<file path="src/rtl/xl_stuff_pkg.sv">
package xl_stuff_pkg;
  typedef enum logic [1:0] {
    PH_ARB1 = 2'b00,
    PH_DATA = 2'b01,
    PH_ARB2 = 2'b10
  } xl_phase_e;
endpackage

</file>
<file path="src/rtl/xl_run_tracker.sv">
// Run-length tracker for the first arbitration phase.
module xl_run_tracker #(
  parameter int RUN_LEN = 5,
  parameter int CNT_W   = 2
) (
  input  logic             clk,
  input  logic             rst_n,
  input  logic             clr,
  input  logic             step,
  input  logic             bit_in,
  output logic             hit,
  output logic [CNT_W-1:0] cnt
);
  localparam int CW = $clog2(RUN_LEN + 1);

  logic [CW-1:0]    run_q, run_base, run_nxt;
  logic             last_q;
  logic [CNT_W-1:0] cnt_q, cnt_base;

  always_comb begin
    run_base = clr ? '0 : run_q;
    cnt_base = clr ? '0 : cnt_q;
    if (run_base != '0 && bit_in == last_q) run_nxt = run_base + 1'b1;
    else                                   run_nxt = CW'(1);
    hit = step && (run_nxt == CW'(RUN_LEN));
  end

  always_ff @(posedge clk or negedge rst_n) begin
    if (!rst_n) begin
      run_q  <= '0;
      last_q <= 1'b0;
      cnt_q  <= '0;
    end else if (step) begin
      if (hit) begin
        // the inserted bit begins the next run
        run_q  <= CW'(1);
        last_q <= ~bit_in;
        cnt_q  <= cnt_base + 1'b1;
      end else begin
        run_q  <= run_nxt;
        last_q <= bit_in;
        cnt_q  <= cnt_base;
      end
    end else if (clr) begin
      run_q <= '0;
      cnt_q <= '0;
    end
  end

  assign cnt = cnt_q;

  AST_RUN_LIMIT: assert property (@(posedge clk) disable iff (!rst_n)
    run_q < CW'(RUN_LEN));
endmodule

</file>
<file path="src/rtl/xl_pos_tracker.sv">
// Position counter for the data phase.
module xl_pos_tracker #(
  parameter int PERIOD = 10
) (
  input  logic clk,
  input  logic rst_n,
  input  logic step,
  input  logic restart,
  output logic hit
);
  localparam int PW = $clog2(PERIOD + 1);

  logic [PW-1:0] pos_q, pos_inc;

  always_comb begin
    pos_inc = (restart ? '0 : pos_q) + 1'b1;
    hit     = step && (pos_inc == PW'(PERIOD));
  end

  always_ff @(posedge clk or negedge rst_n) begin
    if (!rst_n)    pos_q <= '0;
    else if (step) pos_q <= hit ? '0 : pos_inc;
  end

  AST_POS_LIMIT: assert property (@(posedge clk) disable iff (!rst_n)
    pos_q < PW'(PERIOD));
endmodule

</file>
<file path="src/rtl/xl_gray_par.sv">
// Binary to Gray code with even parity.
module xl_gray_par #(
  parameter int W = 2
) (
  input  logic [W-1:0] bin,
  output logic [W-1:0] gray,
  output logic         par
);
  assign gray = bin ^ (bin >> 1);
  assign par  = ^gray;
endmodule

</file>
<file path="src/rtl/xl_bit_stuffer.sv">
module xl_bit_stuffer
  import xl_stuff_pkg::*;
#(
  parameter int DYN_RUN    = 5,
  parameter int FIX_PERIOD = 10,
  parameter int CNT_W      = 2
) (
  input  logic             clk,
  input  logic             rst_n,
  input  logic [1:0]       phase,
  input  logic             data_start,
  input  logic             in_valid,
  output logic             in_ready,
  input  logic             in_bit,
  output logic             out_valid,
  input  logic             out_ready,
  output logic             out_bit,
  output logic             out_stuff,
  output logic [CNT_W-1:0] cnt_gray,
  output logic             cnt_par
);
  logic [1:0]       phase_q;
  logic             in_dyn, in_fix, dyn_clr, dyn_leave;
  logic             load_en, accept, dyn_hit, fix_hit;
  logic             stuff_pend, prev_q;
  logic [CNT_W-1:0] dyn_cnt, cnt_latch;

  assign in_dyn    = (phase == PH_ARB1);
  assign in_fix    = (phase == PH_DATA);
  assign dyn_clr   = in_dyn && (phase_q != PH_ARB1);
  assign dyn_leave = (phase_q == PH_ARB1) && !in_dyn;

  assign load_en  = !out_valid || out_ready;
  assign in_ready = load_en && !stuff_pend;
  assign accept   = in_valid && in_ready;

  xl_run_tracker #(.RUN_LEN(DYN_RUN), .CNT_W(CNT_W)) u_run (
    .clk(clk), .rst_n(rst_n), .clr(dyn_clr), .step(accept && in_dyn),
    .bit_in(in_bit), .hit(dyn_hit), .cnt(dyn_cnt)
  );

  xl_pos_tracker #(.PERIOD(FIX_PERIOD)) u_pos (
    .clk(clk), .rst_n(rst_n), .step(accept && in_fix),
    .restart(data_start), .hit(fix_hit)
  );

  xl_gray_par #(.W(CNT_W)) u_code (
    .bin(cnt_latch), .gray(cnt_gray), .par(cnt_par)
  );

  always_ff @(posedge clk or negedge rst_n) begin
    if (!rst_n) begin
      phase_q   <= PH_ARB2;
      cnt_latch <= '0;
    end else begin
      phase_q <= phase;
      if (dyn_leave) cnt_latch <= dyn_cnt;
    end
  end

  // single output slot; a pending stuff takes the next slot
  always_ff @(posedge clk or negedge rst_n) begin
    if (!rst_n) begin
      out_valid  <= 1'b0;
      out_bit    <= 1'b0;
      out_stuff  <= 1'b0;
      stuff_pend <= 1'b0;
      prev_q     <= 1'b0;
    end else if (load_en) begin
      if (stuff_pend) begin
        prev_q     <= out_bit;
        out_bit    <= ~out_bit;
        out_stuff  <= 1'b1;
        out_valid  <= 1'b1;
        stuff_pend <= 1'b0;
      end else if (accept) begin
        prev_q     <= out_bit;
        out_bit    <= in_bit;
        out_stuff  <= 1'b0;
        out_valid  <= 1'b1;
        stuff_pend <= dyn_hit || fix_hit;
      end else begin
        out_valid <= 1'b0;
      end
    end
  end

  AST_HOLD: assert property (@(posedge clk) disable iff (!rst_n)
    out_valid && !out_ready |=> out_valid && $stable(out_bit) && $stable(out_stuff));
  AST_STUFF_OPPOSITE: assert property (@(posedge clk) disable iff (!rst_n)
    out_valid && out_stuff |-> out_bit != prev_q);
  AST_NO_STUFF_AFTER_ACCEPT: assert property (@(posedge clk) disable iff (!rst_n)
    accept |=> !out_stuff);
  AST_PASS_NO_STUFF: assert property (@(posedge clk) disable iff (!rst_n)
    accept && !in_dyn && !in_fix |=> !stuff_pend);
  AST_EVEN_PARITY: assert property (@(posedge clk) disable iff (!rst_n)
    ($countones({cnt_gray, cnt_par}) % 2) == 0);
endmodule

</file>
<file path="config.mk">
export PLATFORM = sky130hd
export DESIGN_NAME = xl_bit_stuffer
export DESIGN_NICKNAME = d
export VERILOG_FILES = /design/src/rtl/xl_stuff_pkg.sv /design/src/rtl/xl_run_tracker.sv /design/src/rtl/xl_pos_tracker.sv /design/src/rtl/xl_gray_par.sv /design/src/rtl/xl_bit_stuffer.sv
export SDC_FILE = /design/constraint.sdc
export NUM_CORES = 1
export LEC_CHECK = 0
export BUFFER_PORTS_ARGS = -buffer_cell sky130_fd_sc_hd__clkbuf_2
export CAP_MARGIN = 40
export CORE_MARGIN = 8
export CORE_UTILIZATION = 30
export CTS_CLUSTER_DIAMETER = 200
export DETAILED_ROUTE_END_ITERATION = 7
export PLACE_DENSITY_LB_ADDON = 0.2
export SLEW_MARGIN = 5
export SYNTH_ARGS = -nofsm -noshare
export SYNTH_HDL_FRONTEND = slang
export SYNTH_SLANG_ARGS = --single-unit
</file>
<file path="constraint.sdc">
create_clock -name clk -period 4.99 [get_ports clk]
set_input_delay 0.998 -clock clk [delete_from_list [all_inputs] [get_ports clk]]
set_output_delay 0.998 -clock clk [all_outputs]
set_load 0.005 [all_outputs]
</file>
Word-level counts from Yosys, hierarchy flattened:

Cells that the tools add are included.

* bits of input ports: 8
* flip-flop bits (word level): 18
* output and inout port bits: 7

* eq/ne operators: 4
* add/sub/neg operators: 3
* reduce and logical (&&, ||, !) cells: 21
* multiplexer cells: 18
* bitwise logic cells: 3

Operators by type and width (count)
* two-way mux 3 bit: 4
* logical AND 1 bit: 9
* two-way mux 1 bit: 9
* two-way mux 4 bit: 2
* two-way mux 2 bit: 3
* adder 4 x 1 -> 4 bit (second input constant): 1
* equality test 4 bit (second input constant): 1
* zero test 2 bit: 2
* nonzero test 2 bit: 2
* adder 3 x 1 -> 3 bit (second input constant): 1
* equality test 3 bit (second input constant): 1
* zero test 1 bit: 3
* nonzero test 3 bit: 1
* adder 2 x 1 -> 2 bit (second input constant): 1
* equality test 2 x 1 -> 1 bit (second input constant): 1
* logical OR 1 bit: 2
* NOT 1 bit: 2
* AND reduction 2 bit: 1
* XOR reduction 2 bit: 1
* XOR 2 x 1 -> 2 bit: 1
* equality test 1 bit: 1

Depth between registers and ports, before layout:

* depth after elaboration: 11
* depth in mapped cells: 9
* depth with buffers taken out: 9

Cells and area by module:

Synthesis repeated with hierarchy kept, for this count alone.

* cells, all modules: 104
* area, all modules: 1014.7 um^2

Modules (own cells, without submodules)
* xl_run_tracker: sequential area each 150.1 um^2, cells each 44, area an instance 389.1 um^2, instances 1
* xl_bit_stuffer: sequential area each 201.4 um^2, cells each 29, area an instance 351.6 um^2, instances 1
* xl_pos_tracker: sequential area each 100.1 um^2, cells each 28, area an instance 254.0 um^2, instances 1
* xl_gray_par: sequential area each 0.0 um^2, cells each 3, area an instance 20.0 um^2, instances 1

Least setup slack after synthesis:

No wires, ideal clock.

* path kind: in2reg
* start point: input phase[0]
* end point: register u_run.cnt_q[1] (netlist: u_run.cnt[1])
* required time: 4912 ps
* data arrival time: 2772 ps
* cell stages on the path: 8
* slack: 2140 ps
* buffers on the path: 0
* library setup time: 78 ps
* cell sequence: nor2_1 o21ai_0 nand2_1 inv_1 ha_1 or4_4 or4_1 a21boi_1

* word-level cells in the longest chain between the ends: 10

RTL lines
* start, declared: RTL line xl_bit_stuffer.sv:10 `input logic [1:0] phase,`
* zero test 2 bit *: RTL line xl_bit_stuffer.sv:28 `assign in_dyn = (phase == PH_ARB1);`
* branches (longest 8 deep; another with adder 3 x 1 -> 3 bit)
* two-way mux 2 bit *: RTL line xl_run_tracker.sv:33 `end else if (step) begin`
* end signal, assigned: RTL line xl_run_tracker.sv:38 `cnt_q <= cnt_base + 1'b1;`
* end signal, assigned: RTL line xl_run_tracker.sv:42 `cnt_q <= cnt_base;`
* end, declared: RTL line xl_run_tracker.sv:18 `logic [CNT_W-1:0] cnt_q, cnt_base;`

Mark *: on every way between the ends.
A chain may end at the register's enable or synchronous reset.

Final worst setup path:

Same ends and word-level chain as after synthesis.

==> key figures <==
Routing
  • Initial DRC Count: 18
  • Metal-1 WL: 982 um
  • DR vias/cell: 4.79
  • Drc violations: 0
  • 1st-pass router iterations: 4
  • Drt wl/cell: 12.2 um
  • Met2 WL: 925 um
  • Met3 WL: 118 um
  • Top sig layer: met4
  • Post-route ant nets: 0
  • Via count: 805
  • WL final: 2.04 mm

Setup path
  • Worst setup path endpoint: u_run.cnt[1]
  • Critical path class: primary input to register
  • WP data required: 5210 ps
  • CP max stage cell: or4_4
  • Reg-to-reg startpoint: phase_q[1]
  • Crit path launch type: primary input
  • Worst Path Arrival: 3080 ps
  • Worst R2R End: u_run.cnt[1]
  • Crit. End Element: register
  • CP top delay family: simple AND/OR/NAND/NOR gates
  • Max incr delay on CP: 560 ps
  • R2R setup slack: 2530 ps
  • Crit path depth: 9
  • Crit path max fanout: 7
  • Crit path from: phase[0]
  • R2R cell count: 6
  • Cells along the critical path: clkbuf_2, nor2_1, o21ai_0, nand2_1, inv_1, ha_1, or4_4, or4_1, a21boi_1
  • CP bufs+invs: 2

Cells and area
  • Multi-input gate area: 508 um2
  • Fillers: 358
  • Diode count: 0
  • Final Util: 35.1%
  • Fin area: 0.00114 mm2
  • Final Non-Filler Cells: 168
  • Share of post-route cells with drive strength above 1: 18.0%
  • Reg area: 452 um2
  • # nets final: 135
  • Area delta synth->final: 15.0%

GRT
  • Vias in the first global route: 809
  • Initial antenna violation count: 0
  • First-pass GRT wire length: 3.70 mm
  • Gr ovfl total: 0
  • All-Layer GR Usage: 8.58%
  • Largest net degree at the start of global routing: 19

CTS
  • Clk root buf: clkbuf_4
  • Cts hold-fix bufs: 0
  • CTS tree: done
  • Max Root-Sink Buffers: 2
  • Worst skew pair latency: 290 ps
  • Clock buffer count from CTS: 3
  • Clock transition at the registers of the reported paths: 110 ps
  • Post_cts resized: 0
  • Clock net sink count: 18
  • H-tree depth: 1
  • Setup bufs post-CTS: 0

Power
  • Switching Fraction: 28.4%
  • Sw power: 0.0931 mW
  • LEAKAGE: 0.525 nW
  • Power Total: 0.328 mW
  • Internal: 0.235 mW
  • Max IR drop VDD: 0.0905 mV
  • Clk network pwr share: 27.5%
  • Pwr dens: 287 mW/mm2
  • Sequential power share: 52.8%
  • Logic pwr share: 19.7%

Yosys
  • Top FF cell, synth: dfrtp_1
  • Top post-synthesis cells by count: dfrtp_1 (17), nand2_1 (12), nor2_1 (11), o21ai_0 (6), inv_1 (5)
  • Share of flip-flops with an asynchronous set or reset: 100%
  • Syn Area/Cell: 9.28 um2
  • Synth Register Bits: 18
  • Cell area after synthesis: 993 um2
  • Sequential share of the synthesized area: 45.5%
  • Number of synthesized flops with an enable pin: 0
  • Mapped Cells: 107
  • Synth top area cells: dfrtp_1 (43%), ha_1 (5.0%), nand2_1 (4.5%)
  • YS warnings: 0
  • Netlist cell types: 39
  • Post-synth top area share: 42.8%
  • Top-count cell post-synth: dfrtp_1
  • Area leader, netlist: dfrtp_1
  • Syn nets: 119

Placed design
  • Port-buffer cells: 14
  • DPL Wire Length: 1.59 mm
  • Placed inst area: 0.00111 mm2
  • Placed insts: 164
  • Gpl congestion: 0.815

Hold path
  • HP Class: register to register

Floorplanning
  • Std cell rows: 21
  • # IOs: 15
  • Chip height: 73.5 um
  • Die area: 0.00541 mm2
  • Die width: 73.5 um
  • Initial Util: 30.5%
  • Core area: 0.00326 mm2

Timing
  • Max Slew Vio Count: 0
  • Fin crit share: 57.5%
  • Tmin final: 2870 ps
  • Skew final: 8.66 ps
  • Fmax: 0.349 GHz
  • RSZ-0062 raised after global routing: no
  • Hold Vio Cnt, Final: 0
  • Slew of the pin with the lowest slew margin: 527 ps
  • Slew margin rel.: 64.6%
  • Setup TNS: 0 ps
  • Final setup viols: 0

Outcome
  • Status: completed

Flow run
  • Max_cap viols: 0
## layer usage
metal	track usage [%]	vias up
met1	11.0	378
met4	2.66	0
met2	13.4	16
met3	2.46	2
met5	0	-
li1	-	409
## power groups by stage
stage | logic, mW | registers (mW) | clock network [mW]
final | 0.0645 | 0.173 | 0.0903
after global routing | 0.0751 | 0.175 | 0.103
after CTS | 0.0658 | 0.173 | 0.0951
after detailed placement | 0.0655 | 0.176 | 0
after global placement | 0.0642 | 0.176 | 0
after floorplan | 0.0441 | 0.174 | 0
## registers in the layout (all words and copies together), names as in the netlist, 2 cells and up
signal / cells
phase_q: 2
cnt_latch: 2
u_pos.pos_q: 4
u_run.run_q: 3
u_run.cnt: 2
## cell type report
cell class / instances / area share, %
clock buffer: 4 / 3.18
inverter: 5 / 1.64
multi-input combinational: 81 / 44.5
sequential: 18 / 39.5
tap: 46 / 5.04
timing repair buffer: 14 / 6.13
## through the flow
stage	hold WS, ps	setup WS, ps
finish	494	2120
CTS	499	2120
global route	529	2000
detailed placement	472	1820
floorplan	466	2140
global placement	471	1890
## cell families after synthesis
logic type                 after synthesis  share of synthesized area (%)
AOI/OAI and AO/OA                       23                           15.2
xor gates and xnor gates                 6                           5.29
adders and majority gates                4                           5.04
buffers and inverters                    8                           3.40
DFF                                     18                           45.5
muxes                                    1                           1.13
and+or+nand+nor                         47                           24.4
## tightest hold or removal path, stage by stage, from the launching register on
cell	delay, ps
dfrtp_1	360
nand2_1	50
nand2_1	60
## placed cells by master, fill, tap and decap left out, drive strengths merged, types with 3 or more instances in the layout
cell type  netlist  layout
nor2            11      11
xor2             3       3
clkbuf           2      18
nand3            4       4
nor3             3       3
a21oi            4       4
dfrtp           17      17
nand2           12      12
ha               4       4
o21ai            6       6
nor2b            3       3
xnor2            3       3
inv              5       5
## how the worst min path moves through the flow
stage	from	endpoint	slack (ps)	depth (start not counted)
2_1_floorplan	out_stuff	out_stuff	470	2
5_1_grt	out_stuff	out_stuff	530	2
6_report	out_stuff	out_stuff	490	2
4_1_cts	out_stuff	out_stuff	500	2
3_3_place_gp	out_stuff	out_stuff	470	2
3_5_place_dp	out_stuff	out_stuff	470	2
Note: power is estimated with default switching activity, not from simulation.
